<file path="src/rtl/flowtag_pkg.sv">
package flowtag_pkg;
   typedef enum logic {
      WR_REPLACE = 1'b0,
      WR_MERGE   = 1'b1
   } wr_mode_e;

   localparam int unsigned BITS_PER_REG = 8;
endpackage

</file>
<file path="src/rtl/flowtag_mask_bank.sv">
module flowtag_mask_bank
   import flowtag_pkg::*;
#(
   parameter int unsigned NUM_MASKS     = 4,
   parameter int unsigned REGS_PER_MASK = 16,
   localparam int unsigned TOTAL_REGS   = NUM_MASKS * REGS_PER_MASK,
   localparam int unsigned ADDR_W       = (TOTAL_REGS > 1) ? $clog2(TOTAL_REGS) : 1,
   localparam int unsigned SPAN         = REGS_PER_MASK * BITS_PER_REG
) (
   input  logic                          clk,
   input  logic                          rst_n,
   input  logic                          wr_en,
   input  logic [ADDR_W-1:0]             wr_addr,
   input  logic [BITS_PER_REG-1:0]       wr_data,
   input  logic                          wr_merge,
   output logic [NUM_MASKS*SPAN-1:0]     masks_flat
);
   logic [BITS_PER_REG-1:0] regs [TOTAL_REGS];
   logic [BITS_PER_REG-1:0] cur_word;
   wr_mode_e                mode;

   assign mode     = wr_mode_e'(wr_merge);
   assign cur_word = regs[wr_addr];

   always_ff @(posedge clk or negedge rst_n) begin
      if (!rst_n) begin
         for (int i = 0; i < TOTAL_REGS; i++) regs[i] <= '0;
      end else if (wr_en) begin
         if (mode == WR_MERGE) regs[wr_addr] <= cur_word | wr_data;
         else                  regs[wr_addr] <= wr_data;
      end
   end

   // offset x of mask m: register m*R + x/8, bit 7 - x%8 (first offset on the MSB)
   for (genvar m = 0; m < NUM_MASKS; m++) begin : g_mask
      for (genvar x = 0; x < SPAN; x++) begin : g_off
         assign masks_flat[m*SPAN + x] =
            regs[m*REGS_PER_MASK + x/BITS_PER_REG][BITS_PER_REG-1-(x%BITS_PER_REG)];
      end
   end

   assert_hold_without_write_R1: assert property (@(posedge clk) disable iff (!rst_n)
      !wr_en |=> $stable(masks_flat));

   assert_merge_keeps_bits_R2: assert property (@(posedge clk) disable iff (!rst_n)
      (wr_en && wr_merge) |=> ((regs[$past(wr_addr)] & $past(cur_word)) == $past(cur_word)));
endmodule

</file>
<file path="src/rtl/flowtag_crc_step.sv">
module flowtag_crc_step #(
   parameter int unsigned    TAG_W = 32,
   parameter logic [TAG_W-1:0] POLY = 32'h04C11DB7
) (
   input  logic [TAG_W-1:0] crc_in,
   input  logic [7:0]       data,
   output logic [TAG_W-1:0] crc_out
);
   logic [TAG_W-1:0] stage [9];

   assign stage[0] = crc_in;

   for (genvar b = 0; b < 8; b++) begin : g_bit
      logic fb;
      assign fb = stage[b][TAG_W-1] ^ data[7-b];
      assign stage[b+1] = {stage[b][TAG_W-2:0], 1'b0} ^ (fb ? POLY : '0);
   end

   assign crc_out = stage[8];
endmodule

</file>
<file path="src/rtl/flow_tag_gen.sv">
module flow_tag_gen
   import flowtag_pkg::*;
#(
   parameter int unsigned      NUM_MASKS     = 4,
   parameter int unsigned      REGS_PER_MASK = 16,
   parameter int unsigned      TAG_W         = 32,
   parameter logic [TAG_W-1:0] POLY          = 32'h04C11DB7,
   parameter logic [TAG_W-1:0] SEED          = '1,
   localparam int unsigned TOTAL_REGS = NUM_MASKS * REGS_PER_MASK,
   localparam int unsigned ADDR_W     = (TOTAL_REGS > 1) ? $clog2(TOTAL_REGS) : 1,
   localparam int unsigned SEL_W      = (NUM_MASKS > 1) ? $clog2(NUM_MASKS) : 1,
   localparam int unsigned SPAN       = REGS_PER_MASK * BITS_PER_REG,
   localparam int unsigned OFF_W      = $clog2(SPAN)
) (
   input  logic              clk,
   input  logic              rst_n,
   input  logic              cfg_we,
   input  logic [ADDR_W-1:0] cfg_addr,
   input  logic [7:0]        cfg_wdata,
   input  logic              cfg_merge,
   input  logic              in_valid,
   input  logic              in_sop,
   input  logic              in_eop,
   input  logic [7:0]        in_data,
   input  logic [SEL_W-1:0]  in_mask_sel,
   input  logic              in_tag_mode,
   input  logic [TAG_W-1:0]  in_default_tag,
   output logic              tag_valid,
   output logic [TAG_W-1:0]  tag
);
   // elaboration-time parameter checks
   if (TAG_W < 8) begin : g_bad_width
      $error("TAG_W must be at least 8");
   end
   if (NUM_MASKS < 1) begin : g_bad_count
      $error("NUM_MASKS must be at least 1");
   end
   if ((REGS_PER_MASK & (REGS_PER_MASK - 1)) != 0 || REGS_PER_MASK < 1) begin : g_bad_regs
      $error("REGS_PER_MASK must be a power of two");
   end
   if ((NUM_MASKS & (NUM_MASKS - 1)) != 0) begin : g_bad_masks
      $error("NUM_MASKS must be a power of two");
   end

   localparam logic [OFF_W-1:0] LAST_OFF = OFF_W'(SPAN - 1);

   logic [NUM_MASKS*SPAN-1:0] masks_flat;
   logic [SPAN-1:0]           live_mask, snap_mask, mask_eff;
   logic                      active, mode_q, mode_eff, take, last_byte, use_byte;
   logic [OFF_W-1:0]          cnt, off;
   logic [TAG_W-1:0]          crc_q, crc_base, crc_fold, crc_next;
   logic [TAG_W-1:0]          dflt_q, dflt_eff;

   flowtag_mask_bank #(
      .NUM_MASKS     (NUM_MASKS),
      .REGS_PER_MASK (REGS_PER_MASK)
   ) u_bank (
      .clk        (clk),
      .rst_n      (rst_n),
      .wr_en      (cfg_we),
      .wr_addr    (cfg_addr),
      .wr_data    (cfg_wdata),
      .wr_merge   (cfg_merge),
      .masks_flat (masks_flat)
   );

   flowtag_crc_step #(
      .TAG_W (TAG_W),
      .POLY  (POLY)
   ) u_crc (
      .crc_in  (crc_base),
      .data    (in_data),
      .crc_out (crc_fold)
   );

   assign live_mask = masks_flat[in_mask_sel*SPAN +: SPAN];
   assign mask_eff  = in_sop ? live_mask      : snap_mask;
   assign mode_eff  = in_sop ? in_tag_mode    : mode_q;
   assign dflt_eff  = in_sop ? in_default_tag : dflt_q;
   assign off       = in_sop ? '0             : cnt;
   assign crc_base  = in_sop ? SEED           : crc_q;
   assign take      = in_valid && (in_sop || active);
   assign use_byte  = mode_eff && mask_eff[off];
   assign crc_next  = use_byte ? crc_fold : crc_base;
   assign last_byte = in_eop || (off == LAST_OFF);

   always_ff @(posedge clk or negedge rst_n) begin
      if (!rst_n) begin
         active    <= 1'b0;
         cnt       <= '0;
         crc_q     <= '0;
         snap_mask <= '0;
         mode_q    <= 1'b0;
         dflt_q    <= '0;
         tag_valid <= 1'b0;
         tag       <= '0;
      end else begin
         tag_valid <= 1'b0;
         if (in_valid && in_sop) begin
            snap_mask <= live_mask;
            mode_q    <= in_tag_mode;
            dflt_q    <= in_default_tag;
         end
         if (take) begin
            crc_q <= crc_next;
            if (last_byte) begin
               active    <= 1'b0;
               cnt       <= '0;
               tag_valid <= 1'b1;
               tag       <= mode_eff ? crc_next : dflt_eff;
            end else begin
               active <= 1'b1;
               cnt    <= off + 1'b1;
            end
         end
      end
   end

   assert_tag_follows_byte_R6: assert property (@(posedge clk) disable iff (!rst_n)
      tag_valid |-> $past(in_valid));

   assert_no_tag_when_idle_R7: assert property (@(posedge clk) disable iff (!rst_n)
      (!active && !(in_valid && in_sop)) |=> !tag_valid);

   assert_fallback_tag_R5: assert property (@(posedge clk) disable iff (!rst_n)
      (take && last_byte && !mode_eff) |=> (tag == $past(dflt_eff)));

   assert_open_packet_offset_R3: assert property (@(posedge clk) disable iff (!rst_n)
      active |-> (cnt != '0));
endmodule

</file>
<file path="config.mk">
export PLATFORM = sky130hd
export DESIGN_NAME = flow_tag_gen
export DESIGN_NICKNAME = d
export VERILOG_FILES = /design/src/rtl/flowtag_pkg.sv /design/src/rtl/flowtag_mask_bank.sv /design/src/rtl/flowtag_crc_step.sv /design/src/rtl/flow_tag_gen.sv
export SDC_FILE = /design/constraint.sdc
export NUM_CORES = 1
export LEC_CHECK = 0
export ABC_CLOCK_PERIOD_IN_PS = 3800
export BUFFER_PORTS_ARGS = -buffer_cell sky130_fd_sc_hd__buf_2
export CAP_MARGIN = 20
export CELL_PAD_IN_SITES_DETAIL_PLACEMENT = 2
export CELL_PAD_IN_SITES_GLOBAL_PLACEMENT = 2
export CORE_MARGIN = 5
export CORE_UTILIZATION = 25
export CTS_BUF_LIST = sky130_fd_sc_hd__clkbuf_16
export DETAILED_ROUTE_END_ITERATION = 10
export GPL_TIMING_DRIVEN = 0
export PLACE_DENSITY_LB_ADDON = 0.15
export SETUP_SLACK_MARGIN = 0.3
export SYNTH_ARGS = -nofsm -noshare
export SYNTH_HDL_FRONTEND = slang
export SYNTH_SLANG_ARGS = --single-unit
</file>
<file path="constraint.sdc">
create_clock -name clk -period 3.8 [get_ports clk]
set_input_delay 0.76 -clock clk [delete_from_list [all_inputs] [get_ports clk]]
set_output_delay 0.76 -clock clk [all_outputs]
set_load 0.005 [all_outputs]
</file>
==> results.md, run 1 <==
* Via density per instance at 5.70
* Die Ht at 392 µm
* Internal power at 17.3 mW
* Combinational share of power at 23.2%
* Final hold vios at 0
* Yosys reg bits at 746
* CTS tree: yes
* FP Rows at 140
* Root buf cell: clkbuf_16
* I/O pins at 97
* Seq pwr share at 42.9%
* I/O Buffers at 89
* Area added between synthesis and finish at 23.9%
* Clock-pin slew on the worst setup and hold paths at 0.06 ns
* CP Max Fanout at 10
* Status: finished, final reports clean
* EDFF count, synth at 0
* Fin nets at 3787
* Maximum vdd drop at 0.324 mV
* Critical path class: in -> reg
* Core box area at 0.146 mm²
* First-pass GRT wire length at 296000 µm
* WP data required at 4.37 ns
* Largest buffer count on any clock path at 3
* Post-synth ARST share at 100%
* Max-slew violation count at 0
* Register area at 0.0187 mm²
* Total number of vias at 32570
* Distinct cells, synth at 70
* Initial core utilization at 25.1%
* Largest net degree at the start of global routing at 108
* Placer congestion estimate at 1.01
* DIE WIDTH at 392 µm
* R2R cell count at 12
* WL/cell at 38.6 µm
* WP data arrival at 4.20 ns
* Initial drt markers at 3137
* Vias in the first global route at 33575
* Die footprint at 0.154 mm²
* Hold Crit Depth at 2
* # fillers at 15633
* Sw frac at 35.7%
* Yosys top cell area share at 51.0%
* PwrDens at 595 mW/mm²
* Clock skew at 0.0322 ns
* Clock power frac at 33.8%
* NetSw at 9.64 mW
* Synth warn at 0
* Tcrit/Tclk final at 95.5%
* Post-Synthesis Cells at 3451
* Min cycle time layout at 3.63 ns
* DRC viols at 0
* CP Launch Type: input pin
* Seq/Total Area, Yosys at 51.0%
* Ranking of synthesized cells by area: dfrtp_1 51%, mux4_2 8.4%, mux2_2 5.3%
* 1st-pass router iterations at 5
* Slew HR at 22.3%
* Hold crit path type: in -> reg
* Antenna viol nets, final at 0
* Synthesized Nets at 3516
* Multi-input logic area at 0.0176 mm²
* Setup repair after global routing missed its margin: true
* H-tree depth at 3
* Final wirelength at 221000 µm
* Final core occ at 31.1%
* Highest clock rate at 0.276 GHz
* Syn Area/Cell at 10.6 µm²
* CTS Buf Count at 97
* Grt ovf at 0
* Clock sinks at 746
* Slew @ Worst Pin at 1.16 ns
* Layout cells sized above 1 at 25.7%
* Max-Cap Viols at 0
* Final setup viols at 0
* Clk_lat worst skew at 0.72 ns
* Total GRT Usage at 28.2%
* Main synth FF type: dfrtp_1
* Initial antenna violation count at 21
* TNS Setup at 0 ns
* Critical path capture point type: flop
* Post-synthesis cell area at 0.0366 mm²
* Detailed placement HPWL at 172000 µm
* Leak at 18.8 nW
* Dominant cell type by area after synthesis: dfrtp_1
## cell families (layout without fill, tap and decap cells)
kind of cell               count (synthesis)  after routing  share of synthesized area [%]
buffers and inverters                    319            659                           3.67
muxes                                    385            385                           15.8
other                                      0              6                              0
adders and majority gates                  1              1                         0.0342
xor gates and xnor gates                  68             68                           1.71
AOI/OAI and AO/OA                       1030           1030                           17.4
and+or+nand+nor                          902            902                           10.3
DFF                                      746            746                           51.0
## worst max-delay path, stage by stage
cell	delay (ns)
buf_2	0.22
and3b_1	0.22
clkbuf_2	0.26
clkbuf_4	0.33
buf_2	0.35
a22oi_1	0.34
nand4_1	0.19
a21oi_2	0.41
nand3_4	0.20
a21oi_4	0.20
buf_12	0.15
clkbuf_4	0.25
buf_8	0.18
a21oi_1	0.08
## path summary, 6_finish.rpt
path	startpoint	end	slack [ns]
worst max-delay path	cfg_addr[2]	u_bank.masks_flat[218]	0.17
worst min-delay path	in_default_tag[13]	dflt_q[13]	0.29
worst max register to register	cnt[0]	tag[10]	0.32
worst min register to register	crc_q[3]	crc_q[3]	0.49
max in group asynchronous	rst_n	u_bank.masks_flat[496]	1.04
min in group asynchronous	rst_n	u_bank.masks_flat[21]	0.60
## placed cells by master (no fill, tap or decap), types with 11 or more instances in the layout
cell type	instances
dfrtp_1	745
nand2_1	373
nor2_1	314
o21ai_0	302
a21oi_1	291
mux2_2	173
a22oi_1	172
mux4_2	136
buf_2	113
clkbuf_1	109
clkbuf_16	100
mux2i_1	62
clkbuf_2	60
buf_4	57
clkbuf_4	47
xnor2_1	43
o31ai_1	41
inv_1	40
nor3_1	33
a22o_1	27
a221oi_1	27
nand3_1	25
a31oi_1	21
nor2_2	21
xor2_1	20
buf_8	19
nand4_1	17
nor3_2	17
buf_12	16
buf_16	15
a22oi_2	15
buf_6	14
nand2b_1	14
nor2b_1	14
clkinv_1	14
clkinv_2	13
clkbuf_8	12
a41oi_1	12
buf_1	11
## per-stage QoR
stage          instances  total power, mW  cell area, µm²  hold WS [ns]  setup slack (ns)
2_1_floorplan       3451             13.8           36600         0.450             0.569
3_3_place_gp        5457             17.1           39400         0.466            -16.20
3_5_place_dp        5490             17.3           40000         0.480             -3.03
4_1_cts             5698             27.0           44900         0.239             0.149
5_1_grt             5708             27.9           45300         0.265             0.278
6_report            5714             27.0           45300         0.294             0.171
## sequential cells by signal, indices dropped and copies added (netlist names)
signal             count
tag                   32
u_bank.masks_flat    512
crc_q                 32
dflt_q                32
snap_mask            128
tag_valid              1
active                 1
mode_q                 1
cnt                    7
## repair_timing
action | 4_1_cts | 5_1_grt
gates resized for setup | 427 | 117
setup buffers | 39 | 4
endpoints found under the hold margin | 32 | 0
gates cloned | 0 | 1
setup endpoints to repair | 706 | 530
pin swaps | 24 | 11
hold buffers | 1 | 0
## layout make-up
class | count | share of cell area (%)
clock inverters | 69 | 1.26
inverters | 16 | 0.160
multi-input cells | 2386 | 38.9
diodes | 6 | 0.0331
plain buffers | 303 | 4.18
repair buffers | 172 | 3.48
well taps | 1917 | 5.29
clock buffers | 99 | 5.47
flip-flops and latches | 746 | 41.2
## cell usage after synthesis, types with 27 or more instances
| master | n |
|---|---|
| buf_2 | 32 |
| mux4_2 | 136 |
| nand3_1 | 30 |
| o21ai_0 | 306 |
| dfrtp_1 | 746 |
| a221oi_1 | 36 |
| mux2_2 | 173 |
| a22o_1 | 27 |
| nand2_1 | 378 |
| xnor2_1 | 45 |
| nor3_1 | 52 |
| mux2i_1 | 75 |
| a22oi_1 | 187 |
| o31ai_1 | 44 |
| clkbuf_1 | 231 |
| a21oi_1 | 305 |
| nor2_1 | 343 |
## power groups by stage
| stage | clock (mW) | sequential, mW | combinational, mW |
|---|---|---|---|
| after floorplan | 0 | 10.4 | 3.44 |
| after CTS | 9.34 | 11.5 | 6.13 |
| after detailed placement | 0 | 11.6 | 5.70 |
| final | 9.13 | 11.6 | 6.27 |
| after global placement | 0 | 11.6 | 5.48 |
| after global routing | 9.65 | 11.6 | 6.65 |
## layer usage
layer,vias to the layer above,track usage (%),share of wire (%)
met4,4,14.1,6.3
li1,13234,-,-
met2,1410,46.2,46
met1,17472,36.3,41
met3,450,4.55,5.8
met5,-,0,0.015
Note: power is estimated with default switching activity, not from simulation.
==> inputs of run 2 (changes only) <==
Settings changed: ABC_CLOCK_PERIOD_IN_PS 3800 to 3450.
Clock period 3.8 ns to 3.45 ns, I/O delays scaled along.
==> results.md, run 2 (synthesized netlist as in run 1, its figures left out) <==
* Final setup viols at 23
* Failing checks: setup timing
* Clock skew at 0.0383 ns
* TNS Setup at -0.448 ns
* # fillers at 15486
* Root buf cell: clkbuf_16
* Tot Pwr at 30.3 mW
* Maximum vdd drop at 0.369 mV
* Detailed placement HPWL at 172000 µm
* Max-Cap Viols at 0
* 1st-pass router iterations at 6
* Total GRT Usage at 28.4%
* First-pass GRT wire length at 298000 µm
* Slew HR at 23.4%
* Final hold vios at 0
* Clock-pin slew on the worst setup and hold paths at 0.06 ns
* CP Launch Type: flop
* CP Max Fanout at 10
* Initial drt markers at 3141
* Clk_lat worst skew at 0.73 ns
* Min cycle time layout at 3.49 ns
* DIE WIDTH at 392 µm
* Setup repair after global routing missed its margin: true
* Die footprint at 0.154 mm²
* Reg2Reg Setup Slack at -0.04 ns
* NetSw at 11.0 mW
* PwrDens at 650 mW/mm²
* Hold crit path type: in -> reg
* Initial antenna violation count at 18
* Critical path class: reg -> reg
* Clock power frac at 33.2%
* Via density per instance at 5.74
* FP Rows at 140
* RR Startpoint: cnt[4]
* Post-route setup slack at -0.0429 ns
* Area added between synthesis and finish at 27.6%
* Total number of vias at 32846
* Stages on worst setup path at 9
* Worst path slowest cell: clkbuf_1
* Hold Slack at 0.222 ns
* Final wirelength at 222000 µm
* I/O pins at 97
* H-tree depth at 3
* Largest net degree at the start of global routing at 108
* Die Ht at 392 µm
* Tcrit/Tclk final at 101%
* Max incr delay on CP at 0.76 ns
* Fin nets at 3803
* Buf+Inv Stages, Crit Path at 3
* Seq pwr share at 42.2%
* Most frequent cells in the layout: 745 x dfrtp_1, 370 x nand2_1, 308 x nor2_1
* Clock sinks at 746
* I/O Buffers at 89
* Layout cells sized above 1 at 28.6%
* Max-slew violation count at 0
* Antenna viol nets, final at 0
* Grt ovf at 0
* Hold Crit Depth at 2
* Endpoint of the lowest-slack register-to-register path: tag[2]
* Final core occ at 32.0%
* CP delay by family, top: compound AO/OA/AOI/OAI gates
* DRC viols at 0
* Critical path capture point type: flop
* Internal power at 19.4 mW
* Worst setup path end: tag[2]
* WL/cell at 38.8 µm
* Worst Setup SP: cnt[4]
* Most common cell after layout, fill and taps aside: dfrtp_1
* Critical Path, Cell by Cell: clkbuf_1, o211ai_1, a2111oi_2, o32ai_4, and2_4, buf_12, buf_12, mux2i_2, a221o_1
* WP data arrival at 4.08 ns
* Largest buffer count on any clock path at 3
* Combinational share of power at 24.7%
* Slew @ Worst Pin at 1.14 ns
* Placer congestion estimate at 1.01
* Vias in the first global route at 33789
* Core box area at 0.146 mm²
* Sw frac at 36.2%
* Initial core utilization at 25.1%
* CTS tree: yes
* R2R cell count at 9
* Most used cell, CP: buf_12
* WP data required at 4.04 ns
* CTS Buf Count at 97
* Leak at 19.3 nW
* Highest clock rate at 0.286 GHz
* Status: complete, but fails checks
* Max reg flops at 512
* Worst slack, placed at -3.31 ns
## run 2: changes by cell type in the layout (fill, tap and decap cells not counted), moves of 11 or more
cell / previous run / this run
a22oi_2: 15 / 34
o31ai_2: 2 / 13
o31ai_1: 41 / 29
buf_2: 113 / 102
o21ai_0: 302 / 290
a22oi_1: 172 / 153
buf_4: 57 / 71
nor3_4: 2 / 17
## run 2: worst min path at each step
stage | to | from
global route | dflt_q[18] | in_default_tag[18]
detailed placement | crc_q[3] | crc_q[3]
CTS | dflt_q[13] | in_default_tag[13]
global placement | crc_q[3] | crc_q[3]
floorplan | active | rst_n
finish | dflt_q[13] | in_default_tag[13]
## run 2: worst reg2reg max path: stages (launching register included)
cell and delay [ns]:
dfrtp_1 0.36, clkbuf_1 0.76, o211ai_1 0.53, a2111oi_2 0.47, o32ai_4 0.24, and2_4 0.20, buf_12 0.14, buf_12 0.15
mux2i_2 0.18, a221o_1 0.33
## run 2: power by group through the flow
stage,registers [mW],logic [mW],clock network [mW]
2_1_floorplan,11.4,3.78,0
3_3_place_gp,12.8,6.04,0
3_5_place_dp,12.8,6.27,0
4_1_cts,12.7,7.06,10.3
5_1_grt,12.8,7.91,10.6
6_report,12.8,7.48,10.1
## run 2: area by class of cell
cell class	count	area [µm²]	share of cell area [%]
Tap cell	1917	2400	5.14
Clock buffer	99	2480	5.31
Multi-Input combinational cell	2386	18500	39.6
Sequential cell	746	18700	40.0
Timing Repair Buffer	188	1810	3.87
Antenna cell	2	5.00	0.0107
Clock inverter	69	569	1.22
Buffer	303	2190	4.70
Inverter	16	72.6	0.156
## run 2: repair_timing
action                                  CTS  global route
pin swaps                                55            65
endpoints found under the setup margin  729           405
gates cloned                              3             2
resized for setup                       588           189
hold buffers                              1             0
hold endpoints to repair                 58             0
buffers inserted                         49             9
## run 2: stage by stage
| stage | instances | cell area [µm²] |
|---|---|---|
| 2_1_floorplan | 3451 | 36600 |
| 3_3_place_gp | 5457 | 39400 |
| 3_5_place_dp | 5490 | 40000 |
| 4_1_cts | 5711 | 45800 |
| 5_1_grt | 5724 | 46600 |
| 6_report | 5726 | 46700 |
## run 2: routing by layer
| layer | share of wire (%) | track usage [%] |
|---|---|---|
| met1 | 41 | 36.5 |
| met2 | 46 | 46.5 |
| met3 | 6.3 | 4.73 |
| met4 | 6.4 | 14.2 |
| met5 | 0.013 | 0 |
